`src/rtl/gpr_pkg.sv`:
```
package gpr_pkg;

    localparam int DW     = 32;
    localparam int NREG   = 8;
    localparam int NBREG  = 4;
    localparam int BW     = 8;
    localparam int HW     = DW / 2;
    localparam int IDXW   = $clog2(NREG);
    localparam int BSELW  = $clog2(NBREG);
    localparam int NRD    = 2;

    typedef enum logic [1:0] {
        VIEW_FULL = 2'b00,
        VIEW_HALF = 2'b01,
        VIEW_BYTE = 2'b10,
        VIEW_ALT  = 2'b11
    } view_e;

    typedef struct packed {
        logic [IDXW-1:0] phys;
        view_e           view;
        logic            hi;
    } target_t;

    function automatic target_t decode_target(logic [IDXW-1:0] code, logic [1:0] sz);
        target_t t;
        t.view = view_e'(sz);
        t.phys = code;
        t.hi   = 1'b0;
        if (t.view == VIEW_BYTE) begin
            t.phys = IDXW'(code[BSELW-1:0]);
            t.hi   = code[BSELW];
        end
        return t;
    endfunction

    function automatic logic [DW-1:0] merge_view(logic [DW-1:0] old_v,
                                                 logic [DW-1:0] din,
                                                 target_t t);
        logic [DW-1:0] r;
        case (t.view)
            VIEW_HALF: r = {old_v[DW-1:HW], din[HW-1:0]};
            VIEW_BYTE: begin
                if (t.hi) r = {old_v[DW-1:2*BW], din[BW-1:0], old_v[BW-1:0]};
                else      r = {old_v[DW-1:BW], din[BW-1:0]};
            end
            default:   r = din;
        endcase
        return r;
    endfunction

    function automatic logic [DW-1:0] extract_view(logic [DW-1:0] v, target_t t);
        logic [DW-1:0] r;
        case (t.view)
            VIEW_HALF: r = DW'(v[HW-1:0]);
            VIEW_BYTE: begin
                if (t.hi) r = DW'(v[2*BW-1:BW]);
                else      r = DW'(v[BW-1:0]);
            end
            default:   r = v;
        endcase
        return r;
    endfunction

endpackage

```
`src/rtl/gpr_wr_merge.sv`:
```
module gpr_wr_merge
    import gpr_pkg::*;
(
    input  logic [DW-1:0] old_val,
    input  logic [DW-1:0] din,
    input  target_t       tgt,
    output logic [DW-1:0] new_val
);

    always_comb begin
        new_val = merge_view(old_val, din, tgt);
    end

endmodule

```
`src/rtl/gpr_rd_view.sv`:
```
module gpr_rd_view
    import gpr_pkg::*;
(
    input  logic          clk,
    input  logic          rst,
    input  logic [DW-1:0] reg_val,
    input  target_t       tgt,
    output logic [DW-1:0] dout
);

    always_comb begin
        dout = extract_view(reg_val, tgt);
    end


    half_zext_chk: assert property (@(posedge clk) disable iff (rst)
        (tgt.view == VIEW_HALF) |-> (dout[DW-1:HW] == '0 && dout[HW-1:0] == reg_val[HW-1:0]));


    byte_zext_chk: assert property (@(posedge clk) disable iff (rst)
        (tgt.view == VIEW_BYTE) |-> (dout[DW-1:BW] == '0));

endmodule

```
`src/rtl/partial_regfile.sv`:
```
module partial_regfile
    import gpr_pkg::*;
(
    input  logic            clk,
    input  logic            rst,
    input  logic            wr_en,
    input  logic [IDXW-1:0] wr_idx,
    input  logic [1:0]      wr_size,
    input  logic [DW-1:0]   wr_data,
    input  logic [IDXW-1:0] ra_idx,
    input  logic [1:0]      ra_size,
    output logic [DW-1:0]   ra_data,
    input  logic [IDXW-1:0] rb_idx,
    input  logic [1:0]      rb_size,
    output logic [DW-1:0]   rb_data
);

    logic [NREG-1:0][DW-1:0] regs;

    target_t         wt;
    logic [IDXW-1:0] wr_phys;
    logic [DW-1:0]   wr_old;
    logic [DW-1:0]   wr_new;

    always_comb begin
        wt      = decode_target(wr_idx, wr_size);
        wr_phys = wt.phys;
        wr_old  = regs[wr_phys];
    end

    gpr_wr_merge u_merge (
        .old_val (wr_old),
        .din     (wr_data),
        .tgt     (wt),
        .new_val (wr_new)
    );

    always_ff @(posedge clk) begin
        if (rst) begin
            regs <= '0;
        end else if (wr_en) begin
            regs[wr_phys] <= wr_new;
        end
    end

    logic [NRD-1:0][IDXW-1:0] rd_code;
    logic [NRD-1:0][1:0]      rd_sz;
    logic [NRD-1:0][DW-1:0]   rd_out;

    assign rd_code = {rb_idx, ra_idx};
    assign rd_sz   = {rb_size, ra_size};
    assign ra_data = rd_out[0];
    assign rb_data = rd_out[1];

    for (genvar p = 0; p < NRD; p++) begin : g_rd
        target_t       rt;
        logic [DW-1:0] rsel;
        always_comb begin
            rt   = decode_target(rd_code[p], rd_sz[p]);
            rsel = regs[rt.phys];
        end
        gpr_rd_view u_view (
            .clk     (clk),
            .rst     (rst),
            .reg_val (rsel),
            .tgt     (rt),
            .dout    (rd_out[p])
        );
    end


    idle_hold_chk: assert property (@(posedge clk) disable iff (rst)
        !wr_en |=> $stable(regs));


    full_write_chk: assert property (@(posedge clk) disable iff (rst)
        (wr_en && (wt.view == VIEW_FULL || wt.view == VIEW_ALT))
        |=> regs[$past(wr_phys)] == $past(wr_data));


    half_keep_chk: assert property (@(posedge clk) disable iff (rst)
        (wr_en && wt.view == VIEW_HALF)
        |=> regs[$past(wr_phys)][DW-1:HW] == $past(wr_old[DW-1:HW]));


    byte_keep_chk: assert property (@(posedge clk) disable iff (rst)
        (wr_en && wt.view == VIEW_BYTE)
        |=> regs[$past(wr_phys)][DW-1:2*BW] == $past(wr_old[DW-1:2*BW]));


    byte_spare_chk: assert property (@(posedge clk) disable iff (rst)
        (wr_en && wt.view == VIEW_BYTE)
        |=> regs[NREG-1:NBREG] == $past(regs[NREG-1:NBREG]));

endmodule

```
`config.mk`:
```
export PLATFORM = sky130hd
export DESIGN_NAME = partial_regfile
export DESIGN_NICKNAME = d
export VERILOG_FILES = /design/src/rtl/gpr_pkg.sv /design/src/rtl/gpr_wr_merge.sv /design/src/rtl/gpr_rd_view.sv /design/src/rtl/partial_regfile.sv
export SDC_FILE = /design/constraint.sdc
export NUM_CORES = 1
export LEC_CHECK = 0
export BUFFER_PORTS_ARGS = -buffer_cell sky130_fd_sc_hd__buf_4
export CORE_MARGIN = 1.5
export CORE_UTILIZATION = 50
export DETAILED_ROUTE_END_ITERATION = 12
export GPL_ROUTABILITY_DRIVEN = 0
export PLACE_DENSITY = 0.68
export SYNTH_ARGS = -nofsm -noshare
export SYNTH_HDL_FRONTEND = slang
export SYNTH_SLANG_ARGS = --single-unit
```
`constraint.sdc`:
```
create_clock -name clk -period 5.83 [get_ports clk]
set_clock_uncertainty 0.2 [all_clocks]
set_input_delay 1.749 -clock clk [delete_from_list [all_inputs] [get_ports clk]]
set_output_delay 1.749 -clock clk [all_outputs]
set_load 0.05 [all_outputs]
```
==> results of run 1 <==
[kinds of logic after synthesis]
group / after synthesis / share of synthesized area (%)
compound gates: 325 / 18.3
fa+ha+maj: 9 / 0.674
buf+inv: 173 / 5.32
flops: 256 / 32.1
mux: 254 / 26.3
simple gates: 648 / 17.3
[layout by cell type, fill, tap and decap left out, drive strengths merged, types with 25 or more instances in the layout]
cell	instances
nor3	121
a21boi	32
a311oi	176
clkbuf	43
mux2i	104
and3	25
nand2	136
mux4	130
buf	164
nor2	328
dfxtp	256
[worst max-delay path, stage by stage]
cell and delay, ns:
buf_4 0.08, inv_1 0.03, ha_1 0.26, nor2b_4 0.43, mux4_2 0.58, mux2i_1 0.26
o21ai_0 0.12, buf_4 0.20
[final cells by class]
type                       instances  area [µm²]
clock inverter                    10        88.8
timing repair buffer             164        1410
sequential                       256        5120
clock buffer                      43         858
fill                            2690       13400
inverter                           9        33.8
multi-input combinational       1236       10000
tap                              402         503
[path summary, 6_finish.rpt]
| path | from | end | cells after the start |
|---|---|---|---|
| hold / removal | regs[169] | regs[169] | 2 |
| setup / recovery | rb_size[0] | rb_data[5] | 8 |
| setup reg to reg | regs[112] | regs[80] | 4 |
| hold reg to reg | regs[169] | regs[169] | 2 |
[metal layers]
metal,wire length (µm),global-route usage (%),vias to the layer above
met2,24200,49.5,796
met1,21300,43.1,6977
li1,-,-,6396
met4,1910,12.2,2
met5,19,0,-
met3,4900,4.83,136
[power breakdown]
part / switching [mW] / internal [mW]
Sequential: 0.0618 / 1.81
Clock: 0.759 / 1.06
Combinational: 0.500 / 0.296
==> metrics.txt, run 1 <==
design area=approximately 18000 µm²; Most used DFF post-synth=dfxtp_1; PortBufs=about 110; P&R area growth vs syn=13.1%; Slew headroom=a little under a quarter; Hold Fails Final Rpt=0; H-tree Lvls=1; Synth area leaders=dfxtp_1 (32%), mux4_2 (18%), a311oi_1 (9.0%); via density per instance=just under 7; clk root buf=clkbuf_16; fmax=roughly 180 MHz; Largest Register=regs; critical path startpoint category=input port; CTS sink cnt=around 260; Yosys top cell by area=dfxtp_1; Die H=approximately 180 µm; Yosys warnings=0; result of the run=finished, final reports clean; DP Worst Slack=between 0.15 and 0.2 ns; post-CTS setup buffer count=0; Tot GR Track Use=~31%; first-pass GRT wire length=80300 µm; Starting Density=around half; Synth Area per Inst=around 9.6 µm²; share of cells above drive strength 1=24.7%; Core Region=about 31000 µm²; Die Footprint=33000 µm²; r2r setup slk=about 4 ns; routed wire length per instance=24.7 µm; synthesized cell area=16000 µm²; worst-path fanout max=10; # DRC=0; initial antenna violation count=1; async set-reset flop share out of synthesis=0%; Worst Setup Path Type=input port to output port; placed cells=2067; Synth cell types=between 40 and 50; max reg flops=approximately 260; DRT Pass-1 Iters=5; DRT iter0 DRCs=~1800; routed vias=14307; synthesized instance count=~1700; die width=182 µm; FP Rows=between 60 and 70; RSZ-0062 raised after global routing=false; area share of the largest cell type after synthesis=about a third; Remaining Overflow, GRT=0; Routed Antenna Nets=0; IO Count=114; Post-Synthesis Net Count=1722; worst setup margin=~0.15 ns; crit path time final=approximately 5.7 ns; vias in the first global route=about 14000; most instantiated cells after synthesis=nor2_1 (327), dfxtp_1 (256), a311oi_1 (165), nand2_1 (135), mux4_2 (130); Skew-Pair Late Insertion Delay=about 0.56 ns; final period utilization=between 90% and 100%; Routed Wire Length=52300 µm; Worst-path clk slew=about 0.06 ns; WHS=0.306 ns; CP arrival=roughly 3.7 ns; CTS buffer count=29; nets@finish=roughly 1800; number of max-cap violations=0; Area after DPL=17100 µm²; Max VDD drop=approximately 0.00024 V; Diodes inserted=0; max-slew violation count=0; Leakage=between 6 and 7 nW; Final Util=57.4%; Layout Cells excl Fill=2120; Worst Max-Slew Pin Slew=approximately 1.1 ns; Total Power=4.49 mW; Fin Setup TNS=0 ns; CP required=~3.9 ns; Synth Register Bits=between 200 and 300; final setup vio count=0; largest net degree at the start of global routing=about 140; sequential-to-total area share from yosys stat=between 30% and 40%; count leader, synth=nor2_1; Pwr Density=approximately 250 nW/µm²; Post-synth EDFFs=0; CTS Buffer Depth=3; hold buffer count at cts=0; CTS tree=done; dpl hpwl=roughly 33000 µm; Hold Path Class=flop to flop; top flop regs=regs x256; cts repair resizes=0; CP Capture Type=output port
Note: power is estimated with default switching activity, not from simulation.
==> inputs of run 2 (changes only) <==
Settings changed: CORE_UTILIZATION 50 to 40, PLACE_DENSITY 0.68 to not set.
==> run 2 against run 1 <==
Against the previous run: highest routed layer unchanged; first-iteration DRC count down 15%; die area up 25%; clock power up 7%; total power up 3.2%; utilization down 11 points; fmax up 1.8%; combinational power up 2%.
==> metrics.txt, run 2 (synthesis results as in run 1) <==
result of the run=finished, final reports clean; Worst Max-Slew Pin Slew=0.905 ns (-0.236 ns); r2r setup slk=3.99 ns (-0.04 ns); Storage cell area=5120 µm² (unchanged); Sw Ratio=29.1% (-0.29 points); routed wire length per instance=25.2 µm (+2.1%); max reg flops=256 (unchanged); largest net degree at the start of global routing=96 (-30%); Die H=203 µm (+12%); Max VDD drop=0.000199 V (-16%); Seq pwr share=40.5% (-1.3 points); die width=203 µm (+12%); hold_sp=regs[236]; commonest non-fill, non-tap cell in the layout=nor2_1; cts repair resizes=0 (unchanged); Core Region=39500 µm² (+26%); Reg2Reg Launch Point=regs[80]; Skew-Pair Late Insertion Delay=0.56 ns (about the same); DRT Pass-1 Iters=5 (unchanged); first-pass GRT wire length=86100 µm (+7.3%); DRT iter0 DRCs=1495 (-15%); CTS buffer count=29 (unchanged); Starting Density=40.4% (-10 points); Leakage=6.37 nW (+0.88%); critical path startpoint category=input port; Hold EP=regs[236]; most frequent CP cell=buf_4; CP arrival=3.63 ns (-0.10 ns); R2R Path End=regs[80]; FP Rows=73 (+12%); final setup vio count=0 (unchanged); Sw Pwr=1.35 mW (+2.2%); RSZ-0062 raised after global routing=false; Hold Path Class=flop to flop; Remaining Overflow, GRT=0 (unchanged); number of max-cap violations=0 (unchanged); Worst Setup Path Type=input port to output port; Fin Setup TNS=0 ns (unchanged); H-tree Lvls=1 (unchanged); Pwr Density=253 nW/µm² (+1.8%); Worst-path clk slew=0.06 ns (about the same); initial antenna violation count=2 (+1); vias in the first global route=13865 (+2.2%); top flop regs=regs x256; CP required=3.88 ns (about the same); leading cell types in the layout, fill and taps excluded=nor2_1 (326), dfxtp_1 (256), a311oi_1 (165), buf_4 (155), nand2_1 (135); post-CTS setup buffer count=0 (unchanged); Slew headroom=39.2% (+15 points); Routed Antenna Nets=0 (unchanged); # DRC=0 (unchanged); worst-path fanout max=10 (unchanged); nets@finish=1759 (+0.34%); CTS tree=done; via density per instance=6.41 (-5.0%); Comb power frac=17.6% (about the same); share of cells above drive strength 1=24.9% (+0.26 points); Worst path max stage delay=0.54 ns (-0.04 ns); CTS sink cnt=256 (unchanged); worst reg2reg path depth=4 (unchanged); clk root buf=clkbuf_16; Hold Fails Final Rpt=0 (unchanged); final period utilization=95.6% (-1.8 points); IO Count=114 (unchanged); Tot GR Track Use=27.1% (-4.1 points); PortBufs=113 (unchanged); WHS Path Cells=2 (unchanged); Die Footprint=41100 µm² (+25%); fmax=179 MHz (+1.8%); Fill cells=3800 (+41%); hold buffer count at cts=0 (unchanged); CP Capture Type=output port; CP max stage cell=mux4_2; Final Util=46.3% (-11 points); dpl hpwl=37200 µm (+11%); crit path time final=5.58 ns (-0.103 ns); critical path, cell by cell=buf_4 -> inv_1 -> ha_1 -> nor2b_4 -> mux4_2 -> mux2i_1 -> o21ai_0 -> buf_4; area taken by multi-input logic gates=10000 µm² (unchanged); CTS Buffer Depth=3 (unchanged); max-slew violation count=0 (unchanged); Routed Wire Length=56700 µm (+8.4%); routed vias=14425 (+0.82%); Largest Register=regs; clock network power share=41.9% (+1.4 points); total internal power=3.28 mW (+3.6%); P&R area growth vs syn=14.7%
## run 2: how the worst max path moves through the flow
stage	from	cells after the start	endpoint	slack, ns
finish	rb_size[0]	8	rb_data[2]	0.25
global route	rb_size[0]	8	rb_data[5]	0.11
CTS	rb_size[0]	8	rb_data[2]	0.26
detailed placement	rb_size[0]	8	rb_data[2]	0.27
global placement	rb_size[0]	8	rb_data[5]	0.25
floorplan	ra_size[0]	7	ra_data[16]	0.01
## run 2: worst max-delay path: cells and delay by family
family                     cells  cell delay (ns)
adders and majority gates      1             0.26
muxes                          2             0.80
AOI/OAI and AO/OA              1             0.12
and+or+nand+nor                1             0.37
buffers and inverters          3             0.32
## run 2: power groups by stage
stage                     Sequential (mW)  Combinational (mW)  Clock [mW]
final                                1.88               0.814        1.94
after global routing                 1.88               0.858        2.03
after CTS                            1.87               0.804        1.96
after detailed placement             1.91               0.801           0
after global placement               1.91               0.796           0
after floorplan                      1.89               0.549           0
## run 2: final cells by class
type                            count  share of cell area (%)
Clock buffer                       45                    4.84
Tap cell                          525                    3.59
Antenna cell                        1                  0.0137
Inverter                            9                   0.184
Timing Repair Buffer              170                    7.90
Clock inverter                      8                   0.683
Multi-Input combinational cell   1236                    54.8
Sequential cell                   256                    28.0
## run 2: stage by stage
step | power (mW) | instances | worst slack [ns] | hold slack [ns] | instance area, µm²
final | 4.63 | 2250 | 0.254 | 0.307 | 18300
after global routing | 4.77 | 2249 | 0.115 | 0.333 | 18300
after CTS | 4.64 | 2249 | 0.262 | 0.310 | 18300
after detailed placement | 2.71 | 2196 | 0.266 | 0.296 | 17300
after global placement | 2.70 | 2196 | 0.255 | 0.287 | 17300
after floorplan | 2.44 | 1665 | 0.0117 | 0.275 | 16000
## run 2: metal layers
layer	global-route usage (%)	share of wire (%)	vias to the layer above
met5	0	0.014	-
met4	10.4	3.6	2
met3	6.10	9.7	138
met2	42.8	46	748
met1	36.1	41	7107
li1	-	-	6430
==> inputs of run 3 (changes only) <==
Clock period 5.83 ns to 5 ns, I/O delays scaled along.
==> run 3 against run 2 <==
Against the previous run: cell count is 0.62% higher; utilization is 0.32 points higher; critical path depth is 1 higher; sequential share of layout area is 0.19 points lower; sequential power is 16% higher; clock power is 12% higher; register-to-register slack worse by 0.80 ns.
==> metrics.txt, run 3 (synthesis results as in run 1) <==
DRT Pass-1 Iters=5 (unchanged); Pwr Density=288 nW/µm² (+14%); Remaining Overflow, GRT=0 (unchanged); largest net degree at the start of global routing=111 (+16%); Total Power=5.31 mW (+15%); nets@finish=1770 (+0.63%); post-CTS setup buffer count=0 (unchanged); Skew-Pair Late Insertion Delay=0.59 ns (+0.03 ns); die width=203 µm (unchanged); Worst path max stage delay=0.50 ns (-0.04 ns); max reg flops=256 (unchanged); fmax=just over 200 MHz; Worst Setup Path Type=input port to output port; leading cell types in the layout, fill and taps excluded=nor2_1 (325), dfxtp_1 (256), a311oi_1 (165), buf_4 (161), nand2_1 (135); dpl hpwl=36200 µm (-2.7%); vias in the first global route=13633 (-1.7%); WHS=0.306 ns (-0.000764 ns); P&R area growth vs syn=15.5%; CP required=3.30 ns (-0.58 ns); CTS Buffer Depth=3 (unchanged); DRT iter0 DRCs=1422 (-4.9%); most frequent CP cell=buf_4; Routed Antenna Nets=0 (unchanged); via density per instance=6.28 (-2.0%); number of max-cap violations=0 (unchanged); Largest Register=regs; Starting Density=40.4% (unchanged); max-slew violation count=0 (unchanged); first-pass GRT wire length=84200 µm (-2.2%); CP Capture Type=output port; worst-path fanout max=9 (-1); CTS buffer count=30 (+3.4%); # DRC=0 (unchanged); Fin Setup TNS=0 ns (unchanged); Die H=203 µm (unchanged); PortBufs=113 (unchanged); Worst-path clk slew=0.06 ns (about the same); CTS sink cnt=256 (unchanged); Slew headroom=23.3% (-16 points); Fill cells=3715 (-2.2%); RSZ-0062 raised after global routing=false; Tot GR Track Use=26.6% (-0.47 points); clk root buf=clkbuf_16; share of cells above drive strength 1=26.1% (+1.1 points); initial antenna violation count=3 (+1); CP arrival=3.24 ns (-0.39 ns); routed vias=14221 (-1.4%); final setup vio count=0 (unchanged); Final Util=46.6% (+0.32 points); critical path, cell by cell=buf_4 -> inv_1 -> ha_2 -> nand2b_1 -> buf_4 -> mux4_2 -> mux2i_1 -> o21ai_1 -> buf_4; result of the run=finished, final reports clean; Routed Wire Length=55600 µm (-1.8%); crit path time final=roughly 4.9 ns; Core Region=39500 µm² (unchanged); Worst Max-Slew Pin Slew=1.15 ns (+0.243 ns); routed wire length per instance=24.6 µm (-2.4%); critical path startpoint category=input port; Leakage=6.43 nW (+0.99%); H-tree Lvls=1 (unchanged); CP max stage cell=mux4_2; IO Count=114 (unchanged); commonest non-fill, non-tap cell in the layout=nor2_1; Die Footprint=41100 µm² (unchanged); top flop regs=regs x256; final period utilization=~100%; FP Rows=73 (unchanged); CTS tree=done; Hold Path Class=flop to flop; Max VDD drop=0.000231 V (+16%); Hold Fails Final Rpt=0 (unchanged)
[run 3: changes by cell type in the layout (fill, tap and decap cells not counted), moves of 6 or more]
cell | before | now
a21boi_1 | 16 | 32
clkinv_2 | 2 | 8
a21oi_1 | 22 | 14
buf_4 | 155 | 161
a21oi_2 | 0 | 8
a21boi_0 | 16 | 0
[run 3: layout make-up]
type / count / area (µm²) / area share, %
multi-input combinational: 1236 / 10100 / 54.7
sequential: 256 / 5120 / 27.8
timing repair buffer: 180 / 1570 / 8.52
clock buffer: 45 / 867 / 4.70
tap: 525 / 657 / 3.56
clock inverter: 11 / 95.1 / 0.516
inverter: 9 / 33.8 / 0.183
antenna: 2 / 5.00 / 0.0271
[run 3: final timing paths]
path	startpoint	end	slack, ns	depth (start not counted)
setup / recovery	rb_size[0]	rb_data[6]	0.06	9
hold / removal	regs[172]	regs[172]	0.31	2
setup reg to reg	regs[80]	regs[80]	3.19	4
hold reg to reg	regs[172]	regs[172]	0.31	2
[run 3: critical path: cells and delay by family]
family,cells,cell delay (ns)
AOI/OAI and AO/OA,1,0.10
adders and majority gates,1,0.21
buffers and inverters,4,0.53
muxes,2,0.77
and+or+nand+nor,1,0.11
[run 3: metrics by stage]
| stage | worst slack [ns] | cell area [µm²] | cells |
|---|---|---|---|
| 2_1_floorplan | 0.0101 | 16000 | 1665 |
| 3_3_place_gp | -0.0168 | 17500 | 2206 |
| 3_5_place_dp | -0.0479 | 17500 | 2206 |
| 4_1_cts | 0.0296 | 18400 | 2262 |
| 5_1_grt | 0.00280 | 18400 | 2262 |
| 6_report | 0.0622 | 18400 | 2264 |
[run 3: what timing repair did]
action	in CTS	in global routing
endpoints found under the setup margin	7	12
gates resized for setup	2	4
hold buffers	0	0
hold endpoints to repair	0	0
[run 3: routing by layer]
metal | up-vias | wire, µm | global-route usage, %
li1 | 6454 | - | -
met1 | 7012 | 23800 | 36.6
met2 | 639 | 25400 | 41.7
met3 | 116 | 4580 | 5.12
met4 | 0 | 1900 | 9.52
met5 | - | 0 | 0
[run 3: power by group]
part / internal (mW) / switching [mW] / total, mW
combinational: 0.361 / 0.599 / 0.960
sequential: 2.12 / 0.0720 / 2.19
clock: 1.25 / 0.920 / 2.17
total: 3.72 / 1.59 / 5.31
